--- src/rtl/crit_park_pkg.sv ---
package crit_park_pkg;

  // Both downstream resources must have at least one free unit.
  function automatic logic credit_avail(input int unsigned iq, input int unsigned rg);
    return (iq != 0) && (rg != 0);
  endfunction

  // Both resources are plentiful enough that parked work may drain unprompted.
  function automatic logic above_marks(input int unsigned iq, input int unsigned rg,
                                       input int unsigned iq_mark, input int unsigned rg_mark);
    return (iq >= iq_mark) && (rg >= rg_mark);
  endfunction

  // Circular pointer advance for a queue of arbitrary depth.
  function automatic int unsigned ptr_next(input int unsigned ptr, input int unsigned depth);
    return (ptr == depth - 1) ? 0 : ptr + 1;
  endfunction

endpackage

--- src/rtl/crit_park_fifo.sv ---
module crit_park_fifo
  import crit_park_pkg::*;
#(
  parameter int W     = 32,
  parameter int DEPTH = 8,
  localparam int AW   = (DEPTH > 1) ? $clog2(DEPTH) : 1,
  localparam int CW   = $clog2(DEPTH + 1)
) (
  input  logic          clk,
  input  logic          rst_n,
  input  logic          flush,
  input  logic          push,
  input  logic [W-1:0]  push_data,
  input  logic          pop,
  output logic [W-1:0]  head_data,
  output logic [CW-1:0] count,
  output logic          empty,
  output logic          full
);

  logic [W-1:0]  slot_q [DEPTH];
  logic [AW-1:0] wr_ptr, rd_ptr;
  logic          do_push, do_pop;

  assign empty   = (count == '0);
  assign full    = (count == CW'(DEPTH));
  assign do_push = push && !full && !flush;
  assign do_pop  = pop && !empty && !flush;

  // One write-enabled register per queue position.
  for (genvar g = 0; g < DEPTH; g++) begin : g_slot
    logic wr_en;
    assign wr_en = do_push && (wr_ptr == AW'(g));
    always_ff @(posedge clk) begin
      if (wr_en) slot_q[g] <= push_data;
    end
  end

  assign head_data = slot_q[rd_ptr];

  always_ff @(posedge clk) begin
    if (!rst_n || flush) begin
      wr_ptr <= '0;
      rd_ptr <= '0;
      count  <= '0;
    end else begin
      if (do_push) wr_ptr <= AW'(ptr_next(32'(wr_ptr), DEPTH));
      if (do_pop)  rd_ptr <= AW'(ptr_next(32'(rd_ptr), DEPTH));
      count <= count + CW'(do_push) - CW'(do_pop);
    end
  end

endmodule

--- src/rtl/crit_park_release.sv ---
module crit_park_release
  import crit_park_pkg::*;
#(
  parameter int IQ_W    = 6,
  parameter int RG_W    = 7,
  parameter int IQ_MARK = 16,
  parameter int RG_MARK = 48
) (
  input  logic            clk,
  input  logic            rst_n,
  input  logic            flush,
  input  logic            wake,
  input  logic [IQ_W-1:0] iq_free,
  input  logic [RG_W-1:0] reg_free,
  input  logic            park_empty,
  input  logic            park_last,
  input  logic            park_push,
  input  logic            slot_free,
  output logic            credit_ok,
  output logic            release_fire,
  output logic            drain_active
);

  logic wake_q;
  logic mark_ok;
  logic want_release;
  logic drain_done;

  assign credit_ok    = credit_avail(32'(iq_free), 32'(reg_free));
  assign mark_ok      = above_marks(32'(iq_free), 32'(reg_free), IQ_MARK, RG_MARK);
  assign want_release = wake || wake_q || mark_ok;
  assign release_fire = want_release && credit_ok && !park_empty && slot_free && !flush;
  assign drain_done   = release_fire && park_last && !park_push;
  assign drain_active = wake_q;

  // Drain latch: set by a wake on a non-empty queue, dropped when credits
  // vanish, when the final entry leaves, or on flush.
  always_ff @(posedge clk) begin
    if (!rst_n || flush) begin
      wake_q <= 1'b0;
    end else if (!credit_ok) begin
      wake_q <= 1'b0;
    end else if (drain_done) begin
      wake_q <= 1'b0;
    end else if (wake && !park_empty) begin
      wake_q <= 1'b1;
    end
  end

endmodule

--- src/rtl/crit_park_outreg.sv ---
module crit_park_outreg #(
  parameter int W = 32
) (
  input  logic         clk,
  input  logic         rst_n,
  input  logic         flush,
  input  logic         load,
  input  logic [W-1:0] load_data,
  input  logic         load_from_park,
  input  logic         out_ready,
  output logic         slot_free,
  output logic         out_valid,
  output logic [W-1:0] out_payload,
  output logic         out_from_park
);

  assign slot_free = !out_valid || out_ready;

  always_ff @(posedge clk) begin
    if (!rst_n || flush) begin
      out_valid     <= 1'b0;
      out_payload   <= '0;
      out_from_park <= 1'b0;
    end else if (slot_free) begin
      out_valid <= load;
      if (load) begin
        out_payload   <= load_data;
        out_from_park <= load_from_park;
      end
    end
  end

endmodule

--- src/rtl/crit_park_stage.sv ---
module crit_park_stage #(
  parameter int PAYLOAD_W   = 32,
  parameter int PARK_DEPTH  = 8,
  parameter int IQ_ENTRIES  = 32,
  parameter int REG_ENTRIES = 96,
  parameter int IQ_MARK     = 16,
  parameter int REG_MARK    = 48,
  localparam int IQ_W       = $clog2(IQ_ENTRIES + 1),
  localparam int RG_W       = $clog2(REG_ENTRIES + 1),
  localparam int PCW        = $clog2(PARK_DEPTH + 1)
) (
  input  logic                 clk,
  input  logic                 rst_n,
  input  logic                 flush,
  input  logic                 in_valid,
  output logic                 in_ready,
  input  logic                 in_crit,
  input  logic [PAYLOAD_W-1:0] in_payload,
  output logic                 out_valid,
  input  logic                 out_ready,
  output logic [PAYLOAD_W-1:0] out_payload,
  output logic                 out_from_park,
  input  logic [IQ_W-1:0]      iq_free,
  input  logic [RG_W-1:0]      reg_free,
  input  logic                 wake
);

  // Named internal events, visible to the bound checker.
  logic                 park_full, park_empty, park_last;
  logic [PCW-1:0]       park_count;
  logic [PAYLOAD_W-1:0] park_head;
  logic                 park_push;
  logic                 slot_free;
  logic                 credit_ok;
  logic                 release_fire;
  logic                 drain_active;
  logic                 takes_direct;
  logic                 direct_fire;
  logic                 slot_load;

  assign park_last    = (park_count == PCW'(1));
  assign takes_direct = in_crit || park_full;

  always_comb begin
    if (flush)             in_ready = 1'b0;
    else if (takes_direct) in_ready = slot_free && !release_fire;
    else                   in_ready = 1'b1;
  end

  assign park_push   = in_valid && in_ready && !takes_direct;
  assign direct_fire = in_valid && in_ready && takes_direct;
  assign slot_load   = release_fire || direct_fire;

  crit_park_fifo #(
    .W     (PAYLOAD_W),
    .DEPTH (PARK_DEPTH)
  ) u_fifo (
    .clk       (clk),
    .rst_n     (rst_n),
    .flush     (flush),
    .push      (park_push),
    .push_data (in_payload),
    .pop       (release_fire),
    .head_data (park_head),
    .count     (park_count),
    .empty     (park_empty),
    .full      (park_full)
  );

  crit_park_release #(
    .IQ_W    (IQ_W),
    .RG_W    (RG_W),
    .IQ_MARK (IQ_MARK),
    .RG_MARK (REG_MARK)
  ) u_release (
    .clk          (clk),
    .rst_n        (rst_n),
    .flush        (flush),
    .wake         (wake),
    .iq_free      (iq_free),
    .reg_free     (reg_free),
    .park_empty   (park_empty),
    .park_last    (park_last),
    .park_push    (park_push),
    .slot_free    (slot_free),
    .credit_ok    (credit_ok),
    .release_fire (release_fire),
    .drain_active (drain_active)
  );

  crit_park_outreg #(
    .W (PAYLOAD_W)
  ) u_out (
    .clk            (clk),
    .rst_n          (rst_n),
    .flush          (flush),
    .load           (slot_load),
    .load_data      (release_fire ? park_head : in_payload),
    .load_from_park (release_fire),
    .out_ready      (out_ready),
    .slot_free      (slot_free),
    .out_valid      (out_valid),
    .out_payload    (out_payload),
    .out_from_park  (out_from_park)
  );

endmodule

--- config.mk ---
export PLATFORM = sky130hd
export DESIGN_NAME = crit_park_stage
export DESIGN_NICKNAME = d
export VERILOG_FILES = /design/src/rtl/crit_park_pkg.sv /design/src/rtl/crit_park_fifo.sv /design/src/rtl/crit_park_release.sv /design/src/rtl/crit_park_outreg.sv /design/src/rtl/crit_park_stage.sv
export SDC_FILE = /design/constraint.sdc
export NUM_CORES = 1
export LEC_CHECK = 0
export ABC_AREA = 1
export BUFFER_PORTS_ARGS = -buffer_cell sky130_fd_sc_hd__buf_2
export CORE_MARGIN = 1.5
export CORE_UTILIZATION = 54
export DETAILED_ROUTE_END_ITERATION = 8
export HOLD_SLACK_MARGIN = 0.05
export PLACE_DENSITY = 0.84
export SLEW_MARGIN = 20
export SYNTH_ARGS = -nofsm -noshare
export SYNTH_HDL_FRONTEND = slang
export SYNTH_SLANG_ARGS = --single-unit
--- constraint.sdc ---
create_clock -name clk -period 3.6 [get_ports clk]
set_clock_uncertainty 0.1 [all_clocks]
set_input_delay 0.54 -clock clk [delete_from_list [all_inputs] [get_ports clk]]
set_output_delay 0.54 -clock clk [all_outputs]
set_load 0.01 [all_outputs]
==> impl_metrics.json <==
{
  "outcome": "completed",
  "maxSlewViolCount": 0,
  "antenna_found_initial": 0,
  "max_freq_mhz": 349,
  "met1_length_um": 10800,
  "synth_area_mm2": 0.0127,
  "final_nets": 1286,
  "drtIter0Drc": 808,
  "cp-startpoint": "u_fifo.count[2]",
  "critical_path_class": "register to output pin",
  "r2r.worst_path.cells": 14,
  "die-area_mm2": 0.0245,
  "cp_max_fo": 19,
  "period_needed_ns": 2.86,
  "cts.sink_count": 304,
  "routed_via_density": 5.49,
  "fin_ws_ns": 0.736,
  "coreArea_mm2": 0.0228,
  "wl_um": 26900,
  "worst_hold_slack_ns": 0.178,
  "grt_pass1_vias": 8379,
  "endpoint": "in_ready",
  "num-fill-cells": 1708,
  "synth_top_cell_area_share": 0.604,
  "postRouteAntennaNets": 0,
  "yosys_register_bits": 304,
  "port_buffers": 86,
  "diodes": 0,
  "synth_area_leaders": "edfxtp_1, dfxtp_1, inv_1",
  "avgSynthCellArea_um2": 11.1,
  "worst_r2r_endpoint": "u_fifo.count[3]",
  "design_area_mm2": 0.0143,
  "drv_cap": 0,
  "finalCritPeriodShare": 0.796,
  "leakage_nw": 5.61,
  "start_kind": "register",
  "path_cells": "inv_1, ha_1, nand2_1, nand2_1, nand3b_2, inv_2, nor2_1, nor2_1, nor2_1, buf_2",
  "overflow": 0,
  "drc": 0,
  "slew-limit-headroom": 0.523,
  "seq_area_mm2": 0.00866,
  "initial_core_util": 0.557,
  "synth_top_cell_by_area": "edfxtp_1",
  "grt_max_degree": 101,
  "cp.arrival_ns": 2.22,
  "setup_viol": 0,
  "postCtsHoldBufs": 0,
  "final_common_cell": "edfxtp_1",
  "power_density_mw_per_mm2": 509,
  "ys_types": 30,
  "hpwl_um": 14500,
  "finalHoldViolCount": 0,
  "tightestPinTransition_ns": 0.715,
  "syn_inst": 1148,
  "place_congestion": 0.776,
  "areaGrowthSynthToFinish_pct": 12.6,
  "post-place-ws_ns": 0.809,
  "min-delay-start": "in_payload[25]",
  "die_x_um": 156,
  "rsz0062_at_grt": "false",
  "track_usage": 0.222,
  "ctsLongestPathBuffers": 3,
  "post_cts_buffers": 0,
  "wl_met3_um": 1620,
  "clk_pin_slew_ns": 0.06,
  "final_cell_mix": "edfxtp_1, inv_1, nand2_1, o21ai_0, a21oi_1",
  "worst_ep_required_time_ns": 2.96,
  "cts.repair.resized": 0,
  "clock_latency_ns": 0.54,
  "rows": 55,
  "cts_max_level": 1,
  "grt_pass1_wl_um": 42100,
  "drive_gt1_frac": 0.132,
  "syn_nets": 1215,
  "ys_warn_count": 0,
  "first_pass_iters": 5,
  "r2r_start": "u_fifo.count[2]",
  "worst_hold_path_type": "input port to register",
  "worst_path_most_repeated_cell": "nor2_1",
  "cts-root-buf": "clkbuf_16",
  "crit_slowest_cell": "dfxtp_1",
  "io_pins": 87,
  "multi_input_area_mm2": 0.00302,
  "post_drt_wl_per_cell_um": 17.3,
  "worstSetupEndpointType": "output pin",
  "dr.max_layer_used": "met4",
  "placed_cell_area_mm2": 0.0134,
  "reg2reg_slack_ns": 0.91,
  "cts_tree": "built",
  "cts_buffers": 29,
  "ir_drop_uv": 349,
  "dr_wl_met2_um": 13800,
  "critPathMaxStageDelay_ns": 0.31,
  "vias": 8532,
  "ys_seq_area_frac": 0.680,
  "dieHeight_um": 156
}
[logic make-up (layout without fill, tap and decap cells)]
family | Yosys count | in the layout | share of synthesized area
XOR/XNOR | 1 | 1 | 0.000689
adder cells (fa/ha/maj) | 15 | 15 | 0.0153
flip-flops | 304 | 304 | 0.680
AND/OR/NAND/NOR | 234 | 234 | 0.0741
buffers and inverters | 253 | 346 | 0.0869
AO/OA/AOI/OAI | 341 | 341 | 0.143
[registers in the layout, indices dropped and copies added, names as in the netlist, named ones only]
name	cells
u_fifo.slot_q	256
u_out.out_payload	32
u_release.drain_active	1
u_fifo.rd_ptr	3
u_fifo.count	4
u_out.out_valid	1
u_out.out_from_park	1
u_fifo.wr_ptr	3
[worst max-delay path, delay by kind of cell, from the launching register on]
family	cells	cell delay [ns]
and+or+nand+nor	6	0.63
buffers and inverters	3	0.52
DFF	1	0.31
adders and majority gates	1	0.21
[through the flow]
stage | setup TNS (ns) | util | cells | total power, mW
finish | 0 | 0.627 | 1554 | 7.29
global route | 0 | 0.627 | 1554 | 7.50
CTS | 0 | 0.627 | 1554 | 7.32
detailed placement | 0 | 0.586 | 1501 | 4.38
global placement | 0 | 0.586 | 1501 | 4.37
floorplan | -65.78 | - | 1148 | 4.23
[cell type report]
cell class,instances,share of cell area
Inverter,186,0.0488
Multi-Input combinational cell,591,0.211
Tap cell,313,0.0274
Clock buffer,40,0.0543
Timing Repair Buffer,107,0.0437
Sequential cell,304,0.605
Clock inverter,13,0.0104
[where the power goes]
| group | switching, mW | total [mW] | internal [mW] |
|---|---|---|---|
| Combinational | 0.299 | 0.436 | 0.137 |
| Sequential | 0.0261 | 3.88 | 3.86 |
| Clock | 1.24 | 2.97 | 1.73 |
[synthesized netlist by cell type]
cell	number
buf_6	13
o41ai_2	1
buf_12	1
buf_4	2
edfxtp_1	256
clkbuf_1	18
a41oi_1	1
ha_1	14
buf_1	6
nor3_1	6
nand3_1	34
o211ai_1	33
nand3b_2	1
xor2_1	1
o21ai_0	134
fa_1	1
a21oi_1	103
buf_2	24
dfxtp_1	48
o21a_1	1
nor2_1	56
nand2_1	135
nor2_2	1
inv_2	1
nand3b_1	1
o211a_1	1
a211oi_1	3
clkbuf_2	3
inv_1	185
o21ai_1	64
[routing by layer]
layer,global-route usage,up-vias
li1,-,4072
met1,0.275,4109
met3,0.0291,61
met4,0.0844,0
met5,0,-
met2,0.396,290
[worst min-delay path by stage]
stage                                end  cells after the start
floorplan                       register                      2
global placement                register                      2
detailed placement              register                      2
CTS                 u_fifo.slot_q[3][30]                      1
global route        u_fifo.slot_q[6][26]                      1
finish              u_fifo.slot_q[2][25]                      1
No activity file was read; power rests on OpenSTA's default activity.
